==> src/rtl/vdg_pkg.sv <==
package vdg_pkg;

  // Width of the divide select field and log2 of the smallest ratio
  localparam int VDG_SEL_W     = 2;
  localparam int VDG_MIN_SHIFT = 2;

  // Named ratio codes (code i selects 2**(VDG_MIN_SHIFT+i))
  typedef enum logic [VDG_SEL_W-1:0] {
    RATIO_DIV4  = 2'b00,
    RATIO_DIV8  = 2'b01,
    RATIO_DIV16 = 2'b10,
    RATIO_DIV32 = 2'b11
  } ratio_e;

  // Shift clock gate state
  typedef enum logic {
    GATE_SHUT = 1'b0,
    GATE_OPEN = 1'b1
  } gate_e;

endpackage

==> src/rtl/vdg_rst_sync.sv <==
module vdg_rst_sync #(
  parameter int STAGES = 2
) (
  input  logic clk,
  input  logic arst_n,
  output logic rst_n_sync
);

  logic [STAGES-1:0] sync_q;
  logic [STAGES-1:0] sync_d;

  always_comb begin
    sync_d = {sync_q[STAGES-2:0], 1'b1};
  end

  always_ff @(posedge clk or negedge arst_n) begin
    if (!arst_n) begin
      sync_q <= '0;
    end else begin
      sync_q <= sync_d;
    end
  end

  assign rst_n_sync = sync_q[STAGES-1];

endmodule

==> src/rtl/vdg_ratio_divider.sv <==
module vdg_ratio_divider #(
  parameter int SEL_W     = 2,
  parameter int MIN_SHIFT = 2
) (
  input  logic             clk,
  input  logic             rst_n,
  input  logic [SEL_W-1:0] sel,
  output logic             div_clk
);

  localparam int NUM_RATIO = 1 << SEL_W;
  localparam int CNT_W     = MIN_SHIFT + NUM_RATIO - 1;

  // Per-ratio terminal count and half period
  logic [CNT_W-1:0] term_tab [NUM_RATIO];
  logic [CNT_W-1:0] half_tab [NUM_RATIO];

  for (genvar gi = 0; gi < NUM_RATIO; gi++) begin : g_ratio
    assign term_tab[gi] = CNT_W'((1 << (MIN_SHIFT + gi)) - 1);
    assign half_tab[gi] = CNT_W'(1 << (MIN_SHIFT + gi - 1));
  end

  logic [CNT_W-1:0] cnt_q, cnt_d;
  logic [SEL_W-1:0] ratio_q, ratio_d;
  logic             div_q, div_d;
  logic             wrap;
  logic             ratio_en;

  // Next state
  always_comb begin
    wrap     = (cnt_q == term_tab[ratio_q]);
    ratio_en = wrap;
    ratio_d  = ratio_en ? sel : ratio_q;
    cnt_d    = wrap ? '0 : cnt_q + CNT_W'(1);
    div_d    = (cnt_d >= half_tab[ratio_d]);
  end

  // Registers
  always_ff @(posedge clk or negedge rst_n) begin
    if (!rst_n) begin
      cnt_q   <= '0;
      ratio_q <= '0;
      div_q   <= 1'b0;
    end else begin
      cnt_q <= cnt_d;
      div_q <= div_d;
      if (ratio_en) begin
        ratio_q <= ratio_d;
      end
    end
  end

  assign div_clk = div_q;

  // The ratio in use never changes before the period ends
  assert_ratio_hold_R3: assert property (@(posedge clk) disable iff (!rst_n)
    !wrap |=> $stable(ratio_q));

  // The counter stays inside the current period
  assert_cnt_bound_R1: assert property (@(posedge clk) disable iff (!rst_n)
    cnt_q <= term_tab[ratio_q]);

  // The output falls exactly when a new period starts
  assert_fall_at_wrap_R2: assert property (@(posedge clk) disable iff (!rst_n)
    $fell(div_q) |-> (cnt_q == '0));

  // The output rises exactly at the half period
  assert_rise_at_half_R2: assert property (@(posedge clk) disable iff (!rst_n)
    $rose(div_q) |-> (cnt_q == half_tab[ratio_q]));

endmodule

==> src/rtl/vdg_shift_gate.sv <==
module vdg_shift_gate
  import vdg_pkg::*;
(
  input  logic clk,
  input  logic rst_n,
  input  logic sck_in,
  input  logic blank_n,
  output logic sck_out
);

  gate_e en_q, en_d;
  logic  en_load;
  logic  out_q, out_d;

  // Next state: the gate may only move while the shift clock is low
  always_comb begin
    en_load = !sck_in;
    en_d    = en_load ? (blank_n ? GATE_OPEN : GATE_SHUT) : en_q;
    out_d   = sck_in && (en_d == GATE_OPEN);
  end

  // Registers
  always_ff @(posedge clk or negedge rst_n) begin
    if (!rst_n) begin
      en_q  <= GATE_SHUT;
      out_q <= 1'b0;
    end else begin
      if (en_load) begin
        en_q <= en_d;
      end
      out_q <= out_d;
    end
  end

  assign sck_out = out_q;

  // The gate state only moves when the shift clock was low
  assert_gate_move_low_R6: assert property (@(posedge clk) disable iff (!rst_n)
    !$stable(en_q) |-> !$past(sck_in));

  // An output rise always follows a high input one cycle earlier
  assert_rise_follows_in_R4: assert property (@(posedge clk) disable iff (!rst_n)
    $rose(out_q) |-> $past(sck_in));

  // A shut gate passes nothing
  assert_shut_silent_R5: assert property (@(posedge clk) disable iff (!rst_n)
    (en_q == GATE_SHUT) |-> !out_q);

endmodule

==> src/rtl/pix_clk_divgate.sv <==
module pix_clk_divgate
  import vdg_pkg::*;
#(
  parameter int SEL_W     = VDG_SEL_W,
  parameter int MIN_SHIFT = VDG_MIN_SHIFT,
  parameter int SYNC_LEN  = 2
) (
  input  logic             clk_pix,
  input  logic             rst_n,
  input  logic [SEL_W-1:0] div_sel,
  input  logic             shift_clk_in,
  input  logic             blank_n,
  output logic             div_clk_out,
  output logic             shift_clk_out
);

  logic rst_n_int;

  vdg_rst_sync #(
    .STAGES (SYNC_LEN)
  ) u_rst_sync (
    .clk        (clk_pix),
    .arst_n     (rst_n),
    .rst_n_sync (rst_n_int)
  );

  vdg_ratio_divider #(
    .SEL_W     (SEL_W),
    .MIN_SHIFT (MIN_SHIFT)
  ) u_divider (
    .clk     (clk_pix),
    .rst_n   (rst_n_int),
    .sel     (div_sel),
    .div_clk (div_clk_out)
  );

  vdg_shift_gate u_gate (
    .clk     (clk_pix),
    .rst_n   (rst_n_int),
    .sck_in  (shift_clk_in),
    .blank_n (blank_n),
    .sck_out (shift_clk_out)
  );

endmodule

==> config.mk <==
export PLATFORM = sky130hd
export DESIGN_NAME = pix_clk_divgate
export DESIGN_NICKNAME = d
export VERILOG_FILES = /design/src/rtl/vdg_pkg.sv /design/src/rtl/vdg_rst_sync.sv /design/src/rtl/vdg_ratio_divider.sv /design/src/rtl/vdg_shift_gate.sv /design/src/rtl/pix_clk_divgate.sv
export SDC_FILE = /design/constraint.sdc
export NUM_CORES = 1
export LEC_CHECK = 0
export CAP_MARGIN = 20
export CORE_AREA = 2 2 43 45
export CTS_CLUSTER_SIZE = 30
export DETAILED_ROUTE_END_ITERATION = 7
export DIE_AREA = 0 0 45 47
export HOLD_SLACK_MARGIN = 0.1
export SYNTH_ARGS = -nofsm -noshare
export SYNTH_HDL_FRONTEND = slang
export SYNTH_SLANG_ARGS = --single-unit
export TNS_END_PERCENT = 20
==> constraint.sdc <==
create_clock -name clk_pix -period 0.8 [get_ports clk_pix]
set_clock_uncertainty 0.05 [all_clocks]
set_input_delay 0.08 -clock clk_pix [delete_from_list [all_inputs] [get_ports clk_pix]]
set_output_delay 0.08 -clock clk_pix [all_outputs]
set_load 0.02 [all_outputs]
Word-level counts from Yosys, hierarchy flattened. Index checks and enable logic that the tools add are counted.

Bits of input ports: 6. Word-level logic and storage cells: 24. Register bits after elaboration: 12.

Eq/ne operators: 1. Bitwise operators: 2. Magnitude comparators: 3. Multiplexer cells: 10. Reduce and logical (&&, ||, !) cells: 1. Add/sub/neg operators: 1.

Operators with widths (count): two-way mux 5 bit (5); binary-select mux 5 bit (select 2 bit) (2); >= comparator 3 bit, second input constant (2); inverter 2 -> 3 bit (2); adder 5 x 1 -> 5 bit, second input constant (1); equality test 5 bit (1); >= comparator 5 bit (1); two-way mux 1 bit (2); two-way mux 2 bit (1); logical AND 1 bit (1).

Logic depth before layout (Yosys ltp).
Depth in word-level cells: 11. Gate-level depth with buffers: 11.

Modules after synthesis. Synthesis repeated with hierarchy kept, for this count alone.

Cell total of the unflattened synthesis: 77. Area, all modules: 743.2 µm².

Modules (own cells, without submodules): vdg_ratio_divider (instances 1, area each 616.8 µm², seq. area each 200.2 µm², cells an instance 70); vdg_shift_gate (instances 1, area each 72.6 µm², seq. area each 50.0 µm², cells an instance 4); vdg_rst_sync (instances 1, area each 53.8 µm², seq. area each 50.0 µm², cells an instance 3).

Least setup slack after synthesis. OpenSTA, ideal clock, no wires.

Path type: register to register. From: register u_divider.ratio_q[0]. To: register u_divider.div_q (netlist: u_divider.div_clk). Stages on the path, launching flop included: 11. Path slack: -1694 ps. Data required time: 626 ps. Arrival time: 2320 ps. Period minus slack after synthesis: 2494 ps. Cell sequence: dfrtp_1 buf_6 nor4_1 o21ai_1 a31oi_2 buf_6 mux2_4 ha_1 and4_1 a21o_1 a211o_1.

Longest elaborated chain between the ends: 11. Elaborated cells on any way between the ends: 12.

Ends and longest elaborated chain: from (decl) (RTL line vdg_ratio_divider.sv:24) `logic [SEL_W-1:0] ratio_q, ratio_d;`; from (signal assigned) (RTL line vdg_ratio_divider.sv:48) `ratio_q <= ratio_d;`; inverter 2 -> 3 bit (not written as such) (RTL line vdg_ratio_divider.sv:31) `wrap = (cnt_q == term_tab[ratio_q]);`; binary-select mux 5 bit (select 2 bit) (RTL line vdg_ratio_divider.sv:31); two-way mux 5 bit (not written as such) (2 in series) (RTL line vdg_ratio_divider.sv:31); equality test 5 bit (RTL line vdg_ratio_divider.sv:31); two-way mux 2 bit (RTL line vdg_ratio_divider.sv:33) `ratio_d = ratio_en ? sel : ratio_q;`; inverter 2 -> 3 bit (not written as such) (RTL line vdg_ratio_divider.sv:35) `div_d = (cnt_d >= half_tab[ratio_d]);`; binary-select mux 5 bit (select 2 bit) (RTL line vdg_ratio_divider.sv:35); two-way mux 5 bit (not written as such) (2 in series) (RTL line vdg_ratio_divider.sv:35); >= comparator 5 bit (*) (RTL line vdg_ratio_divider.sv:35); via u_divider.div_d (RTL line vdg_ratio_divider.sv:25) `logic div_q, div_d;`; to (signal assigned) (RTL line vdg_ratio_divider.sv:46) `div_q <= div_d;`; to (decl) (RTL line vdg_ratio_divider.sv:25).

Mark *: on every way through the listed nets, which the timed path passes. The rest lies on a longest branch. The select of a mux whose other input is x is not followed. A chain may end at the register's enable or synchronous reset.

Worst setup path in the final report.
From: register u_divider.cnt_q[4]. To: register u_divider.div_q (netlist: u_divider.div_clk).

Longest elaborated chain between the ends: 7. Elaborated cells on any way between the ends: 9.

Ends and longest elaborated chain: from (decl) (RTL line vdg_ratio_divider.sv:23) `logic [CNT_W-1:0] cnt_q, cnt_d;`; from (signal assigned) (RTL line vdg_ratio_divider.sv:45) `cnt_q <= cnt_d;`; equality test 5 bit (RTL line vdg_ratio_divider.sv:31); two-way mux 2 bit (RTL line vdg_ratio_divider.sv:33); inverter 2 -> 3 bit (not written as such) (RTL line vdg_ratio_divider.sv:35); binary-select mux 5 bit (select 2 bit) (RTL line vdg_ratio_divider.sv:35); two-way mux 5 bit (not written as such) (2 in series) (RTL line vdg_ratio_divider.sv:35); >= comparator 5 bit (*) (RTL line vdg_ratio_divider.sv:35); via u_divider.div_d (RTL line vdg_ratio_divider.sv:25).

Marks and branches as above.

==> load_flow_metrics.sql <==
INSERT INTO impl_metrics (metric_group, metric, value, unit) VALUES
('synth', 'yosysUniqueCellTypes', '27', ''),
('final_layout', 'post_route_cells_drive_above_1_share', '0.439', ''),
('timing', 'period_share', '3.13', ''),
('timing', 'setup_viol_count_final', '11', ''),
('synth', 'synth_sequential_area_ratio', '0.439', ''),
('synth', 'synth.area.top_cells', 'dfrtp_1, ha_1, mux2_4, nor2b_1, buf_6', ''),
('floorplanning', 'core', '1650', 'sq um'),
('global_routing', 'grt_pass1_wl', '2070', 'um'),
('global_routing', 'gr-total-overflow', '0', ''),
('floorplanning', 'number_of_ports_placed_on_the_die_boundary', '8', ''),
('global_routing', 'globalRouteTotalUtil', '0.142', ''),
('global_routing', 'grt_start_max_net_pins', '11', ''),
('worst_setup_path', 'data_arrival_at_the_endpoint_of_the_critical_path', '2.61', 'ns'),
('final_layout', 'stdcell_area', '982', 'sq um'),
('drt', 'wl_per_cell', '13.4', 'um'),
('worst_setup_path', 'cp_data_required_time', '0.91', 'ns'),
('drt', 'detailroute.via_count', '505', ''),
('worst_setup_path', 'endpoint_kind', 'flip-flop', ''),
('outcome', 'failed_checks', 'negative setup slack', ''),
('worst_setup_path', 'critical_path_peak_fanout', '5', ''),
('final_layout', 'num-nets-final', '94', ''),
('pwr', 'power_density', '3040', 'nW/um^2'),
('pwr', 'leakage', '0.000430', 'uW'),
('final_layout', 'area.growth.synth_to_final', '43.5', '%'),
('placed_design', 'buffer_ports.inserted', '7', ''),
('outcome', 'status', 'complete, but fails checks', ''),
('placed_design', 'place_worst_setup_slack', '-1.78', 'ns'),
('final_layout', 'finish.cell_count_without_fillers', '99', ''),
('pwr', 'pwr-share-clk', '0.161', ''),
('global_routing', 'grt_antenna_before_repair', '0', ''),
('timing', 'rsz0062_at_grt', 'yes', ''),
('placed_design', 'placement.cell_area', '856', 'sq um'),
('floorplanning', 'row_count', '15', ''),
('clocking', 'cts-buffers-inserted', '3', ''),
('drt', 'drt_iter0_drc', '4', ''),
('synth', 'synth.net_count', '72', ''),
('timing', 'period_needed', '2.50', 'ns'),
('worst_setup_path', 'worstSetupPathType', 'reg -> reg', ''),
('pwr', 'ir_worst_vdd', '1.42', 'mV'),
('worst_setup_path', 'rr_worst_depth', '10', ''),
('final_layout', 'insertedDiodeCount', '0', ''),
('synth', 'syn_area_per_cell', '11.2', 'sq um'),
('pwr', 'netSwitchingPower', '1040', 'uW'),
('floorplanning', 'die_x', '45', 'um'),
('timing', 'timing_hold_violations_final', '0', ''),
('synth', 'synth_largest_area_cell', 'dfrtp_1', ''),
('placed_design', 'dpl.cell_count', '93', ''),
('clocking', 'cts-root-buf', 'clkbuf_4', ''),
('pwr', 'internal-power', '1940', 'uW'),
('global_routing', 'via_count_of_the_first_global_routing_pass', '478', ''),
('timing', 'postLayoutSetupSlackWorst', '-1.70', 'ns'),
('pwr', 'sequentialPowerShare', '0.330', ''),
('synth', 'synth_top_area_share', '0.439', ''),
('placed_design', 'finalWeightedCongestion', '0.703', ''),
('pwr', 'p_comb_frac', '0.509', ''),
('final_layout', 'fillerInstances', '149', ''),
('floorplanning', 'fp.dieArea', '2120', 'sq um'),
('min_path', 'worstHoldPathType', 'reg -> async', ''),
('clocking', 'clock_tree_from_tritoncts', 'built', ''),
('synth', 'ys_ff_latch', '12', ''),
('clocking', 'cts.clk_slew.worst_paths', '0.08', 'ns'),
('clocking', 'htreeDepth', '1', ''),
('clocking', 'clock_insertion_delay_worst_skew', '0.27', 'ns'),
('synth', 'yosys_warnings', '0', ''),
('clocking', 'max-clock-path-buffers', '2', ''),
('run', 'maxCapViolCount', '0', ''),
('pwr', 'p_sw_frac', '0.350', ''),
('timing', 'clock.fmax', '400', 'MHz'),
('drt', 'viasPerCell', '5.10', ''),
('drt', 'drtPass1Iterations', '4', ''),
('synth', 'synthesis.instances', '61', ''),
('timing', 'timing_max_transition_violations_final', '0', ''),
('placed_design', 'hpwl', '961', 'um'),
('synth', 'post_synth_instance_area', '684', 'sq um'),
('clocking', 'cts.sink_count', '12', ''),
('floorplanning', 'die_height', '47', 'um'),
('drt', 'ant_nets', '0', ''),
('floorplanning', 'initial_utilization', '0.414', ''),
('worst_setup_path', 'start_kind', 'flip-flop', ''),
('drt', 'drc', '0', ''),
('drt', 'drt_wl_total', '1330', 'um'),
('final_layout', 'fin_util', '0.595', '');
-- final cells by class --
cell class	count	area, sq um	share of cell area
multi-input combinational	46	449	0.457
tap	17	21.3	0.0217
inverter	1	3.75	0.00382
clock buffer	4	36.3	0.0369
sequential	12	304	0.310
timing repair buffer	19	168	0.171
-- worst max-delay path, stage by stage (launching register included) --
cell and delay (ns):
dfrtp_2 0.45, nor4_4 0.29, o21ai_1 0.10, a31oi_2 0.17
buf_6 0.16, mux2i_2 0.23, ha_1 0.26, nor2b_1 0.13
o21a_1 0.16, o21a_1 0.17, a211o_1 0.22
-- cells by family after synthesis --
group                    after synthesis  synth area share
AO/OA/AOI/OAI                          8            0.0896
XOR/XNOR                               2            0.0256
adder cells (fa/ha/maj)                5            0.0914
buffers and inverters                  3            0.0384
flip-flops                            12             0.439
multiplexers                           7             0.128
other                                  1           0.00548
AND/OR/NAND/NOR                       23             0.183
-- synth_stat cells --
| cell type | n |
|---|---|
| dfrtp_1 | 12 |
| ha_1 | 5 |
| nor2b_1 | 5 |
| nor2_1 | 4 |
| mux2_4 | 3 |
| nand2_1 | 3 |
| nand3_1 | 3 |
| a21o_1 | 2 |
| buf_6 | 2 |
| mux2_2 | 2 |
| mux2i_1 | 2 |
| nor3_1 | 2 |
| o21a_1 | 2 |
| a211o_1 | 1 |
| a31oi_2 | 1 |
| and2_1 | 1 |
| and2b_1 | 1 |
| and4_1 | 1 |
| conb_1 | 1 |
| inv_1 | 1 |
| nand2b_1 | 1 |
| nand3b_1 | 1 |
| nor4_1 | 1 |
| o21ai_0 | 1 |
| o21ai_1 | 1 |
| xnor2_1 | 1 |
| xor2_1 | 1 |
-- state kept, by name (all words and copies together) (netlist names) --
name / flops
u_divider.cnt_q: 5
u_divider.ratio_q: 2
u_rst_sync.sync_q: 2
u_divider.div_clk: 1
u_gate.en_q: 1
u_gate.sck_out: 1
-- stage by stage --
stage               hold slack (ns)  total power, uW  setup TNS (ns)
finish                        0.110             2980           -7.08
global route                  0.162             3230           -7.83
CTS                           0.131             2930           -7.23
detailed placement            0.123             2370           -7.54
global placement              0.121             2330           -7.31
floorplan                    -0.266             1920           -5.72
-- power by group through the flow --
stage	clock network, uW	registers [uW]	logic [uW]
global placement	0	976	1360
detailed placement	0	986	1390
floorplan	0	1010	914
finish	480	984	1520
global route	521	1010	1700
CTS	493	979	1460
-- final timing paths --
kind	from	endpoint	slack (ns)
setup reg to reg	u_divider.cnt_q[4]	u_divider.div_clk	-1.70
setup / recovery	u_divider.cnt_q[4]	u_divider.div_clk	-1.70
hold / removal	u_rst_sync.sync_q[1]	u_divider.div_clk	0.11
min in group clk_pix	u_rst_sync.sync_q[0]	u_rst_sync.sync_q[1]	0.30
max in group asynchronous	rst_n	u_rst_sync.sync_q[1]	0.13
hold reg to reg	u_rst_sync.sync_q[1]	u_divider.div_clk	0.11
-- routing by layer --
metal  wire length, um  global-route usage  vias to the layer above
met3                 7              0.0231                        2
li1                  -                   -                      253
met5                 0                   0                        -
met4                19               0.106                        0
met1               586               0.175                      248
met2               714               0.226                        2
-- placed cells by master, fill, tap and decap left out, drive strengths merged --
cell type and count:
nand3 3, o21ai 2, conb 1, inv 1, and4 1, a31oi 1
buf 13, nand2 3, mux2i 2, and2b 1, and2 1, nand3b 1
nor3 2, mux2 5, nor4 1, o21a 2, nor2 4, clkdlybuf4s50 5
ha 5, nand2b 1, dfrtp 12, dlygate4sd3 1, a211o 1, clkbuf 4
xnor2 1, xor2 1, nor2b 5, a21o 2
-- repair_timing --
item | in CTS | in global routing
buffers inserted | 1 | 0
pin swaps | 6 | 0
endpoints found under the setup margin | 11 | 11
hold buffers | 1 | 0
gates resized for setup | 17 | 11
endpoints found under the hold margin | 2 | 0
Power figures use the tool's default switching activity.
